### src/rtl/simd_add_pkg.sv
package simd_add_pkg;

  // Lane arrangement; the value is log2 of the lane count.
  typedef enum logic [1:0] {
    LANES_1 = 2'b00,
    LANES_2 = 2'b01,
    LANES_4 = 2'b10,
    LANES_8 = 2'b11
  } lane_mode_e;

  function automatic int unsigned lane_count(lane_mode_e m);
    return 32'd1 << m;
  endfunction

  function automatic int unsigned segs_per_lane(lane_mode_e m, int unsigned nseg);
    return nseg >> m;
  endfunction

  // A link into segment seg carries only when seg is not the first of a lane.
  function automatic logic link_passes(lane_mode_e m, int unsigned seg, int unsigned nseg);
    return (seg % segs_per_lane(m, nseg)) != 0;
  endfunction

  // Index of the segment whose carry-out is the carry-out of lane k.
  function automatic int unsigned lane_top_seg(lane_mode_e m, int unsigned k, int unsigned nseg);
    return (k + 1) * segs_per_lane(m, nseg) - 1;
  endfunction

endpackage

### src/rtl/simd_carry_gate.sv
module simd_carry_gate
  import simd_add_pkg::*;
#(
  parameter int unsigned NSEG = 8
) (
  input  lane_mode_e       mode,
  output logic [NSEG-1:0]  link_open
);

  for (genvar i = 0; i < NSEG; i++) begin : g_link
    if (i == 0) begin : g_first
      assign link_open[i] = 1'b0;
    end else begin : g_rest
      assign link_open[i] = link_passes(mode, i, NSEG);
    end
  end

endmodule

### src/rtl/simd_seg_adder.sv
module simd_seg_adder #(
  parameter int unsigned W = 8
) (
  input  logic [W-1:0] a,
  input  logic [W-1:0] b,
  input  logic         inv_b,
  input  logic         cin,
  output logic [W-1:0] s,
  output logic         cout
);

  logic [W-1:0] b_eff;
  logic [W:0]   total;

  assign b_eff = inv_b ? ~b : b;
  assign total = {1'b0, a} + {1'b0, b_eff} + {{W{1'b0}}, cin};
  assign s     = total[W-1:0];
  assign cout  = total[W];

endmodule

### src/rtl/simd_out_stage.sv
module simd_out_stage #(
  parameter int unsigned DATA_W  = 64,
  parameter int unsigned NSEG    = 8,
  parameter bit          REG_OUT = 1'b1
) (
  input  logic              clk,
  input  logic              rst_n,
  input  logic [DATA_W-1:0] d_sum,
  input  logic [NSEG-1:0]   d_flags,
  output logic [DATA_W-1:0] q_sum,
  output logic [NSEG-1:0]   q_flags
);

  if (REG_OUT) begin : g_reg
    always_ff @(posedge clk or negedge rst_n) begin
      if (!rst_n) begin
        q_sum   <= '0;
        q_flags <= '0;
      end else begin
        q_sum   <= d_sum;
        q_flags <= d_flags;
      end
    end
  end else begin : g_wire
    assign q_sum   = d_sum;
    assign q_flags = d_flags;
  end

endmodule

### src/rtl/simd_partitioned_adder.sv
module simd_partitioned_adder
  import simd_add_pkg::*;
#(
  parameter int unsigned DATA_W  = 64,
  parameter int unsigned SEG_W   = 8,
  parameter bit          REG_OUT = 1'b1
) (
  input  logic                      clk,
  input  logic                      rst_n,
  input  logic [1:0]                mode,
  input  logic                      sub,
  input  logic [DATA_W-1:0]         opa,
  input  logic [DATA_W-1:0]         opb,
  output logic [DATA_W-1:0]         sum,
  output logic [DATA_W/SEG_W-1:0]   lane_cout
);

  localparam int unsigned NSEG = DATA_W / SEG_W;

  lane_mode_e         mode_e;
  logic [NSEG-1:0]    link_open;
  logic [NSEG-1:0]    seg_cin;
  logic [NSEG-1:0]    seg_cout;
  logic [DATA_W-1:0]  comb_sum;
  logic [NSEG-1:0]    comb_flags;

  assign mode_e = lane_mode_e'(mode);

  simd_carry_gate #(.NSEG(NSEG)) u_gate (
    .mode      (mode_e),
    .link_open (link_open)
  );

  for (genvar g = 0; g < NSEG; g++) begin : g_seg
    if (g == 0) begin : g_base
      assign seg_cin[g] = sub;
    end else begin : g_linked
      assign seg_cin[g] = link_open[g] ? seg_cout[g-1] : sub;
    end

    simd_seg_adder #(.W(SEG_W)) u_add (
      .a     (opa[g*SEG_W +: SEG_W]),
      .b     (opb[g*SEG_W +: SEG_W]),
      .inv_b (sub),
      .cin   (seg_cin[g]),
      .s     (comb_sum[g*SEG_W +: SEG_W]),
      .cout  (seg_cout[g])
    );
  end

  always_comb begin
    comb_flags = '0;
    for (int unsigned k = 0; k < NSEG; k++) begin
      if (k < lane_count(mode_e)) begin
        comb_flags[k] = seg_cout[lane_top_seg(mode_e, k, NSEG)];
      end
    end
  end

  simd_out_stage #(.DATA_W(DATA_W), .NSEG(NSEG), .REG_OUT(REG_OUT)) u_out (
    .clk     (clk),
    .rst_n   (rst_n),
    .d_sum   (comb_sum),
    .d_flags (comb_flags),
    .q_sum   (sum),
    .q_flags (lane_cout)
  );

endmodule

### config.mk
export PLATFORM = sky130hd
export DESIGN_NAME = simd_partitioned_adder
export DESIGN_NICKNAME = d
export VERILOG_FILES = /design/src/rtl/simd_add_pkg.sv /design/src/rtl/simd_carry_gate.sv /design/src/rtl/simd_seg_adder.sv /design/src/rtl/simd_out_stage.sv /design/src/rtl/simd_partitioned_adder.sv
export SDC_FILE = /design/constraint.sdc
export NUM_CORES = 1
export LEC_CHECK = 0
export ABC_AREA = 1
export BUFFER_PORTS_ARGS = -buffer_cell sky130_fd_sc_hd__buf_4
export CORE_MARGIN = 1
export CORE_UTILIZATION = 45
export DETAILED_ROUTE_END_ITERATION = 8
export PLACE_DENSITY = 0.7
export SYNTH_ARGS = -nofsm -noshare
export SYNTH_HDL_FRONTEND = slang
export SYNTH_HIERARCHICAL = 1
export SYNTH_SLANG_ARGS = --single-unit
### constraint.sdc
create_clock -name clk -period 0.8 [get_ports clk]
set_input_delay 0.08 -clock clk [delete_from_list [all_inputs] [get_ports clk]]
set_output_delay 0.08 -clock clk [all_outputs]
set_load 0.02 [all_outputs]
== Word-level counts from Yosys, hierarchy flattened ==
Index checks and enable logic that the tools add are counted.
W data, S select, Z words.

* Flip-flop bits (word level): 72
* Bits of input ports: 133
* Logic and storage cells: 109

* Add/sub/neg operators: 24
* $mul: 4
* Divide/modulo/power cells: 7
* Order comparisons: 16
* Shift-type cells: 2
* Muxes and demuxes: 39
* Bitwise logic cells: 8
* Reduce and logical (&&, ||, !) cells: 7

{| class="wikitable"
|+ Operators with widths
! kind !! count
|-
| $lt A32 B4 Y1 const B || 8
|-
| $sub A32 B1 Y32 const B || 8
|-
| $reduce_bool A32 Y1 || 7
|-
| $lt A3 B32 Y1 const A || 4
|-
| $mod A3 B32 Y32 const A || 4
|-
| $add A8 B8 Y9 || 8
|-
| $add A9 B1 Y9 || 8
|-
| $lt A1 B32 Y1 const A || 2
|-
| $lt A2 B32 Y1 const A || 2
|-
| $mod A2 B32 Y32 const A || 2
|-
| $mul A3 B32 Y32 const A || 2
|-
| $mux W8 || 8
|-
| $not A8 Y8 || 8
|-
| $mod A1 B32 Y32 const A || 1
|-
| $mul A2 B32 Y31 const A || 1
|-
| $mul A2 B32 Y32 const A || 1
|-
| $shl A1 B2 Y32 const A || 1
|-
| $shr A4 B2 Y32 const A || 1
|-
| $bmux W1 S3 || 8
|-
| $mux W1 || 23
|}

== Depth between registers and ports, before layout ==
Gate-level depths: netlist (run 1).

* Word-level depth: 21
* Depth in mapped cells: 85
* Depth with buffers taken out: 84

== Cells and area by module ==
Netlist (run 1), hierarchy kept.

{| class="wikitable"
|+ Modules (own cells, without submodules)
! module !! instances !! cells an instance !! area an instance (µm²) !! seq. area each (µm²)
|-
| simd_seg_adder || 8 || 79 || 469.2 || 0.0
|-
| simd_out_stage || 1 || 72 || 1801.7 || 1801.7
|-
| simd_carry_gate || 1 || 321 || 1685.4 || 0.0
|-
| simd_partitioned_adder || 1 || 93 || 479.2 || 0.0
|}

== Worst setup path before layout (run 1) ==
Ideal clock, no wire load.

* Path type: input to register
* Start point: input sub
* End point: register u_out.q_flags[2]
* Arrival time: 11.455 ns
* Required time: 0.729 ns
* Setup slack: -10.726 ns
* Cell stages on the path: 85
* Path buffers: 1
* Cells stage by stage: buf_4 -> xnor2_1 -> fa_1 -> fa_1 -> inv_1 -> nand3_1 -> nand3_1 -> nand2_1 -> nand2_1 -> nand2_1 -> o21ai_0 -> inv_1 -> fa_1 -> fa_1 -> inv_1 -> nand3_1 -> nand3_1 -> nand2_1 -> (+49 left out) -> nand2_1 -> nand2_1 -> nand2_1 -> o21ai_0 -> inv_1 -> fa_1 -> fa_1 -> inv_1 -> nand3_1 -> nand3_1 -> nand2_1 -> nand2_1 -> nand2_4 -> nand3_1 -> nand2_1 -> nand2_1 -> nand2_1 -> nor2_1

* Cells in the longest elaborated chain, start to end: 20

{| class="wikitable"
|+ RTL lines
! item !! line !! source
|-
| start: declaration || simd_partitioned_adder.sv:11 || <nowiki>input logic sub,</nowiki>
|-
| $mux W8 || simd_seg_adder.sv:15 || <nowiki>assign b_eff = inv_b ? ~b : b;</nowiki>
|-
| $add A8 B8 Y9 || simd_seg_adder.sv:16 || <nowiki>assign total = {1'b0, a} + {1'b0, b_eff} + {{W{1'b0}}, cin};</nowiki>
|-
| $add A9 B1 Y9 (*) || simd_seg_adder.sv:16 ||
|-
| named net seg_cout[0] || simd_partitioned_adder.sv:23 || <nowiki>logic [NSEG-1:0] seg_cout;</nowiki>
|-
| $mux W1 (*) || simd_partitioned_adder.sv:38 || <nowiki>assign seg_cin[g] = link_open[g] ? seg_cout[g-1] : sub;</nowiki>
|-
| named net seg_cin[1] || simd_partitioned_adder.sv:22 || <nowiki>logic [NSEG-1:0] seg_cin;</nowiki>
|-
| $add A9 B1 Y9 (*) || simd_seg_adder.sv:16 ||
|-
| named net seg_cout[1] || simd_partitioned_adder.sv:23 ||
|-
| (+1 left out) || -- ||
|-
| named net seg_cin[2] || simd_partitioned_adder.sv:22 ||
|-
| (+1 left out) || -- ||
|-
| named net seg_cout[2] || simd_partitioned_adder.sv:23 ||
|-
| (+1 left out) || -- ||
|-
| named net seg_cin[3] || simd_partitioned_adder.sv:22 ||
|-
| (+1 left out) || -- ||
|-
| named net seg_cout[3] || simd_partitioned_adder.sv:23 ||
|-
| (+1 left out) || -- ||
|-
| named net seg_cin[4] || simd_partitioned_adder.sv:22 ||
|-
| (+1 left out) || -- ||
|-
| named net seg_cout[4] || simd_partitioned_adder.sv:23 ||
|-
| (+1 left out) || -- ||
|-
| named net seg_cin[5] || simd_partitioned_adder.sv:22 ||
|-
| (+1 left out) || -- ||
|-
| named net seg_cout[5] || simd_partitioned_adder.sv:23 ||
|-
| (+1 left out) || -- ||
|-
| named net seg_cin[6] || simd_partitioned_adder.sv:22 ||
|-
| (+1 left out) || -- ||
|-
| named net seg_cout[6] || simd_partitioned_adder.sv:23 ||
|-
| $mux W1 (*) || simd_partitioned_adder.sv:38 ||
|-
| named net seg_cin[7] || simd_partitioned_adder.sv:22 ||
|-
| $add A9 B1 Y9 (*) || simd_seg_adder.sv:16 ||
|-
| named net seg_cout[7] || simd_partitioned_adder.sv:23 ||
|-
| $bmux W1 S3 (*) || simd_partitioned_adder.sv:55 || <nowiki>comb_flags[k] = seg_cout[lane_top_seg(mode_e, k, NSEG)];</nowiki>
|-
| $mux W1 (not written as such) (*) || simd_partitioned_adder.sv:55 ||
|-
| $mux W1 (*) || simd_partitioned_adder.sv:54 || <nowiki>if (k < lane_count(mode_e)) begin</nowiki>
|-
| named net comb_flags[2] || simd_partitioned_adder.sv:25 || <nowiki>logic [NSEG-1:0] comb_flags;</nowiki>
|-
| end signal: assignment || simd_out_stage.sv:21 || <nowiki>q_flags <= d_flags;</nowiki>
|-
| end: declaration || simd_out_stage.sv:11 || <nowiki>output logic [NSEG-1:0] q_flags</nowiki>
|}

Mark *: on every way through the listed nets, which the timed path passes. The rest lies on a longest branch. The select of a mux whose other input is x is not followed.

== Worst setup path in the final report (run 1) ==
* Start point: input opb[0]
* End point: register u_out.q_flags[2]

* Cells in the longest elaborated chain, start to end: 21

{| class="wikitable"
|+ RTL lines
! item !! line !! source
|-
| start: declaration || simd_partitioned_adder.sv:13 || <nowiki>input logic [DATA_W-1:0] opb,</nowiki>
|-
| $not A8 Y8 || simd_seg_adder.sv:15 ||
|-
| $mux W8 (*) || simd_seg_adder.sv:15 ||
|-
| $add A8 B8 Y9 (*) || simd_seg_adder.sv:16 ||
|-
| $add A9 B1 Y9 (*) || simd_seg_adder.sv:16 ||
|-
| named net seg_cout[0] || simd_partitioned_adder.sv:23 ||
|-
| $mux W1 (*) || simd_partitioned_adder.sv:38 ||
|-
| named net seg_cin[1] || simd_partitioned_adder.sv:22 ||
|-
| $add A9 B1 Y9 (*) || simd_seg_adder.sv:16 ||
|-
| named net seg_cout[1] || simd_partitioned_adder.sv:23 ||
|-
| (+1 left out) || -- ||
|-
| named net seg_cin[2] || simd_partitioned_adder.sv:22 ||
|-
| (+1 left out) || -- ||
|-
| named net seg_cout[2] || simd_partitioned_adder.sv:23 ||
|-
| (+1 left out) || -- ||
|-
| named net seg_cin[3] || simd_partitioned_adder.sv:22 ||
|-
| (+1 left out) || -- ||
|-
| named net seg_cout[3] || simd_partitioned_adder.sv:23 ||
|-
| (+1 left out) || -- ||
|-
| named net seg_cin[4] || simd_partitioned_adder.sv:22 ||
|-
| (+1 left out) || -- ||
|-
| named net seg_cout[4] || simd_partitioned_adder.sv:23 ||
|-
| (+1 left out) || -- ||
|-
| named net seg_cin[5] || simd_partitioned_adder.sv:22 ||
|-
| (+1 left out) || -- ||
|-
| named net seg_cout[5] || simd_partitioned_adder.sv:23 ||
|-
| (+1 left out) || -- ||
|-
| named net seg_cin[6] || simd_partitioned_adder.sv:22 ||
|-
| (+1 left out) || -- ||
|-
| named net seg_cout[6] || simd_partitioned_adder.sv:23 ||
|-
| $mux W1 (*) || simd_partitioned_adder.sv:38 ||
|-
| named net seg_cin[7] || simd_partitioned_adder.sv:22 ||
|-
| $add A9 B1 Y9 (*) || simd_seg_adder.sv:16 ||
|-
| named net seg_cout[7] || simd_partitioned_adder.sv:23 ||
|-
| $bmux W1 S3 (*) || simd_partitioned_adder.sv:55 ||
|-
| $mux W1 (not written as such) (*) || simd_partitioned_adder.sv:55 ||
|-
| $mux W1 (*) || simd_partitioned_adder.sv:54 ||
|-
| named net comb_flags[2] || simd_partitioned_adder.sv:25 ||
|}

Marked as above.

==> results of run 1 <==
## metal layers
layer  track usage (%)  up-vias  part of all wire, %
met5                 0        -                    0
met4              9.64        0                  2.6
met3              3.56       42                  4.0
met2              48.3      235                   53
met1              31.2     3903                   41
li1                  -     4318                    -
## registers in the layout, summed over array words and instances, names as in the netlist
signal	count
u_out/q_flags	8
u_out/q_sum	64
## critical path, delay by kind of cell
family / cells / cell delay, ps
adder cells (fa/ha/maj): 16 / 5920
XOR/XNOR: 1 / 130
buffers and inverters: 16 / 1210
AO/OA/AOI/OAI: 7 / 520
AND/OR/NAND/NOR: 45 / 2990
## path summary, 6_finish.rpt
path | end | slack, ps
max | u_out/q_flags[2] | -9790
min | u_out/q_sum[26] | 150
max in group asynchronous | u_out/q_flags[6] | 340
min in group asynchronous | u_out/q_sum[26] | 240
## through the flow
| stage | hold slack [ps] | setup TNS (ps) |
|---|---|---|
| floorplan | -216 | -369940 |
| global placement | 73.9 | -392090 |
| detailed placement | 79.3 | -403320 |
| CTS | 141 | -381050 |
| global route | 164 | -418560 |
| finish | 147 | -388940 |
## layout make-up
| cell class | instances | area [µm²] | area share (%) |
|---|---|---|---|
| clock buffer | 10 | 239 | 1.95 |
| clock inverter | 6 | 72.6 | 0.593 |
| inverter | 213 | 807 | 6.59 |
| multi-input combinational | 813 | 5400 | 44.1 |
| sequential | 72 | 1800 | 14.7 |
| tap | 220 | 275 | 2.25 |
| timing repair buffer | 442 | 3650 | 29.8 |
## power by group
group	leakage [µW]	total [µW]	switching (µW)	internal, µW
sequential	0.000858	5160	516	4650
combinational	0.00593	13600	6970	6660
clock	0.000150	4340	1800	2540
total	0.00694	23100	9280	13800
## repair_timing
item,4_1_cts,5_1_grt
buffers inserted,13,20
pin swaps,9,22
hold buffers,1,0
resized for setup,75,83
endpoints found under the setup margin,143,143
endpoints found under the hold margin,72,0
==> out/results.txt, run 1 <==
Worst IR Drop VDD: 1110 µV
Worst Path Required: 1070 ps
critical path arrival: 10860 ps
design area: 12200 µm²
crit end category: flip-flop
WHS Path Cells: 4
net count after synthesis: 1343
ant diodes: 0
RSZ-0062 raised after global routing: yes
P per Cell Area: 1890 nW/µm²
Hold Path Origin: opa[26]
worst setup path class: in2reg
Worst path slowest cell: fa_2
Placed Instance Area: 11100 µm²
Total GRT Usage: 26.4%
commonest non-fill, non-tap cells in the layout: buf_4 (361), nand2_1 (301), inv_1 (183)
final core utilization: 73.6%
DR pass1 iterations: 5
gpl congestion: 0.879
Area Overhead vs Synth: 58.9%
Gate Count Post-Synth: 1116
Die Y: 133 µm
clk sinks: 72
Via density: 4.78
Top Ports: 205
TritonCTS clock tree: built
num rows: 47
Most common cell on crit path: fa_2
initial antenna violation count: 0
most common cell after layout, fill and taps aside: buf_4
Post-Syn Area per Cell: 6.91 µm²
Max FO, Critical Path: 4
Non-Filler Instances: 1776
Tcrit/Tclk final: 1320%
via count: 8498
relative slew slack: 53.4%
WL final: 24000 µm
Pwr Total: 23100 µW
fraction of layout cells with a size suffix above 1: 39.4%
input/output buffers: 204
min setup slack post-route: -9790 ps
Post-DP HPWL: 18700 µm
CP peak stage delay: 400 ps
final setup fails: 143
WL/cell: 13.5 µm
fill count: 1289
final-stage net count: 1778
Yosys Warn Count: 6
Die Width: 133 µm
fin. max-slew vios: 0
crit path launch: opb[0]
Mapped Area: 7710 µm²
Die Footprint: 17700 µm²
first-pass GRT wire length: 37300 µm
number of global-route vias before repair: 8218
outcome: finished with violations
largest net degree at the start of global routing: 42
Placed Cells: 1726
DP Worst Slack: -10190 ps
Initial Utilization: 46.3%
Final min period: 10590 ps
CTS Buf Count: 9
Max Fclk: 0.0944 GHz
clock root buffer: clkbuf_16
max-cap violations: 0
final hold vios: 0
gr ovfl total: 0
worst min-delay path category: in2reg
leak pwr: 0.00694 µW
DR iter-0 viols: 371
remaining antenna violation count: 0
failing checks: setup timing
Clock Path Buffers: 2
Worst setup SP type: input pin
Core ar.: 16600 µm²
Worst Max-Slew Pin Slew: 699 ps
number of H-tree levels: 3
Clock Pin Slew Worst Setup and Hold Paths: 70 ps
DRC: 0
Power figures use the tool's default switching activity.
==> run 2, diff against run 1 <==
SETUP_SLACK_MARGIN = 0.15   (was unset)
==> run 2 against run 1 <==
Against the previous run: the flow still finishes with violations (setup timing); sequential cell count is the same; sequential power hardly changed; clock power hardly changed; global-route usage unchanged; die area unchanged; first-iteration DRC count down 1.6%; largest power group unchanged.
==> out/results.txt, run 2 (synthesized netlist as in run 1, its figures left out) <==
gr busiest metal: met2
final-stage net count: 1778
crit path launch: opb[0]
worst setup path class: in2reg
max-cap violations: 0
Tcrit/Tclk final: 1320%
critical path arrival: 10860 ps
fin. max-slew vios: 0
Worst path slowest cell: fa_2
Die Footprint: 17700 µm²
met1 Resource Use GR: 31.2%
Initial Utilization: 46.3%
M2 GR Usage: 48.3%
initial antenna violation count: 0
DR iter-0 viols: 365
P per Cell Area: 1890 nW/µm²
min setup slack post-route: -9790 ps
final hold vios: 0
setup TNS: -388940 ps
failing checks: setup timing
CTS Buf Count: 9
Max Fclk: 0.0944 GHz
gpl congestion: 0.879
Core ar.: 16600 µm²
TritonCTS clock tree: built
Largest Register: u_out/q_sum
Total GRT Usage: 26.4%
final setup fails: 143
Max FO, Critical Path: 4
top flop regs: u_out/q_sum (64), u_out/q_flags (8)
Hold Path Origin: opa[26]
first-pass GRT wire length: 37300 µm
met3 usage in global routing: 3.56%
gr ovfl total: 0
Die Y: 133 µm
input/output buffers: 204
Worst setup SP type: input pin
DP Worst Slack: -10190 ps
Worst Max-Slew Pin Slew: 699 ps
Die Width: 133 µm
relative slew slack: 53.4%
ant diodes: 0
leak pwr: 0.00694 µW
most common cell after layout, fill and taps aside: buf_4
WHS: 147 ps
Clock Path Buffers: 2
Top Ports: 205
via count: 8502
RSZ-0062 raised after global routing: yes
DR pass1 iterations: 5
max reg flops: 64
clk sinks: 72
commonest non-fill, non-tap cells in the layout: buf_4 (361), nand2_1 (301), inv_1 (183)
Clock Pin Slew Worst Setup and Hold Paths: 70 ps
family with the most delay on the worst path: adder cells
number of H-tree levels: 3
Worst Path Required: 1070 ps
fraction of layout cells with a size suffix above 1: 39.4%
DRC: 0
clock root buffer: clkbuf_16
crit end category: flip-flop
Most common cell on crit path: fa_2
remaining antenna violation count: 0
worst min-delay path category: in2reg
Worst IR Drop VDD: 1110 µV
Via density: 4.79
WL final: 24100 µm
Area Overhead vs Synth: 58.9%
WL/cell: 13.5 µm
number of global-route vias before repair: 8218
outcome: finished with violations
Final min period: 10590 ps
num rows: 47
CP peak stage delay: 400 ps
largest net degree at the start of global routing: 42
worst path buffer plus inverter count: 16
Post-DP HPWL: 18700 µm
-- run 2: cell counts in the layout (fill, tap and decap cells not counted) --
No cell type changed its count.
-- run 2: final timing paths --
kind	to	slack, ps	depth (start not counted)
max in group asynchronous	u_out/q_flags[6]	340	3
worst min-delay path	u_out/q_sum[26]	150	4
min in group asynchronous	u_out/q_sum[26]	240	3
worst max-delay path	u_out/q_flags[2]	-9790	85
-- run 2: tightest hold or removal path, cell delays in order --
cell,delay [ps]
buf_4,90
ha_1,140
buf_4,110
xnor2_1,50
-- run 2: report_power, final --
group | total, µW | internal, µW | switching [µW]
registers | 5160 | 4650 | 516
clock network | 4340 | 2540 | 1800
logic | 13600 | 6660 | 6970
-- run 2: area by class of cell --
type                    count  area [µm²]
clock buffers              10         239
clock inverters             6        72.6
fillers                  1289        4400
inverters                 213         807
multi-input cells         813        5400
flip-flops and latches     72        1800
well taps                 220         275
repair buffers            442        3650
-- run 2: through the flow --
step | instances | power (µW) | instance area, µm² | util, %
floorplan | 1116 | 11600 | 7860 | -
global placement | 1726 | 16800 | 11100 | 66.7
detailed placement | 1726 | 17000 | 11100 | 66.7
CTS | 1756 | 22300 | 11800 | 70.9
global route | 1776 | 24600 | 12200 | 73.6
finish | 1776 | 23100 | 12200 | 73.6
-- run 2: per-layer routing --
metal	vias up	part of all wire, %
li1	4319	-
met1	3899	41
met2	242	53
met3	42	4.0
met4	0	2.6
met5	-	0
-- run 2: what timing repair did --
item	CTS	global route
pin swaps	9	22
hold endpoints to repair	72	0
endpoints found under the setup margin	143	143
setup buffers	13	20
cloned	0	0
hold buffers	1	0
resized for setup	75	83
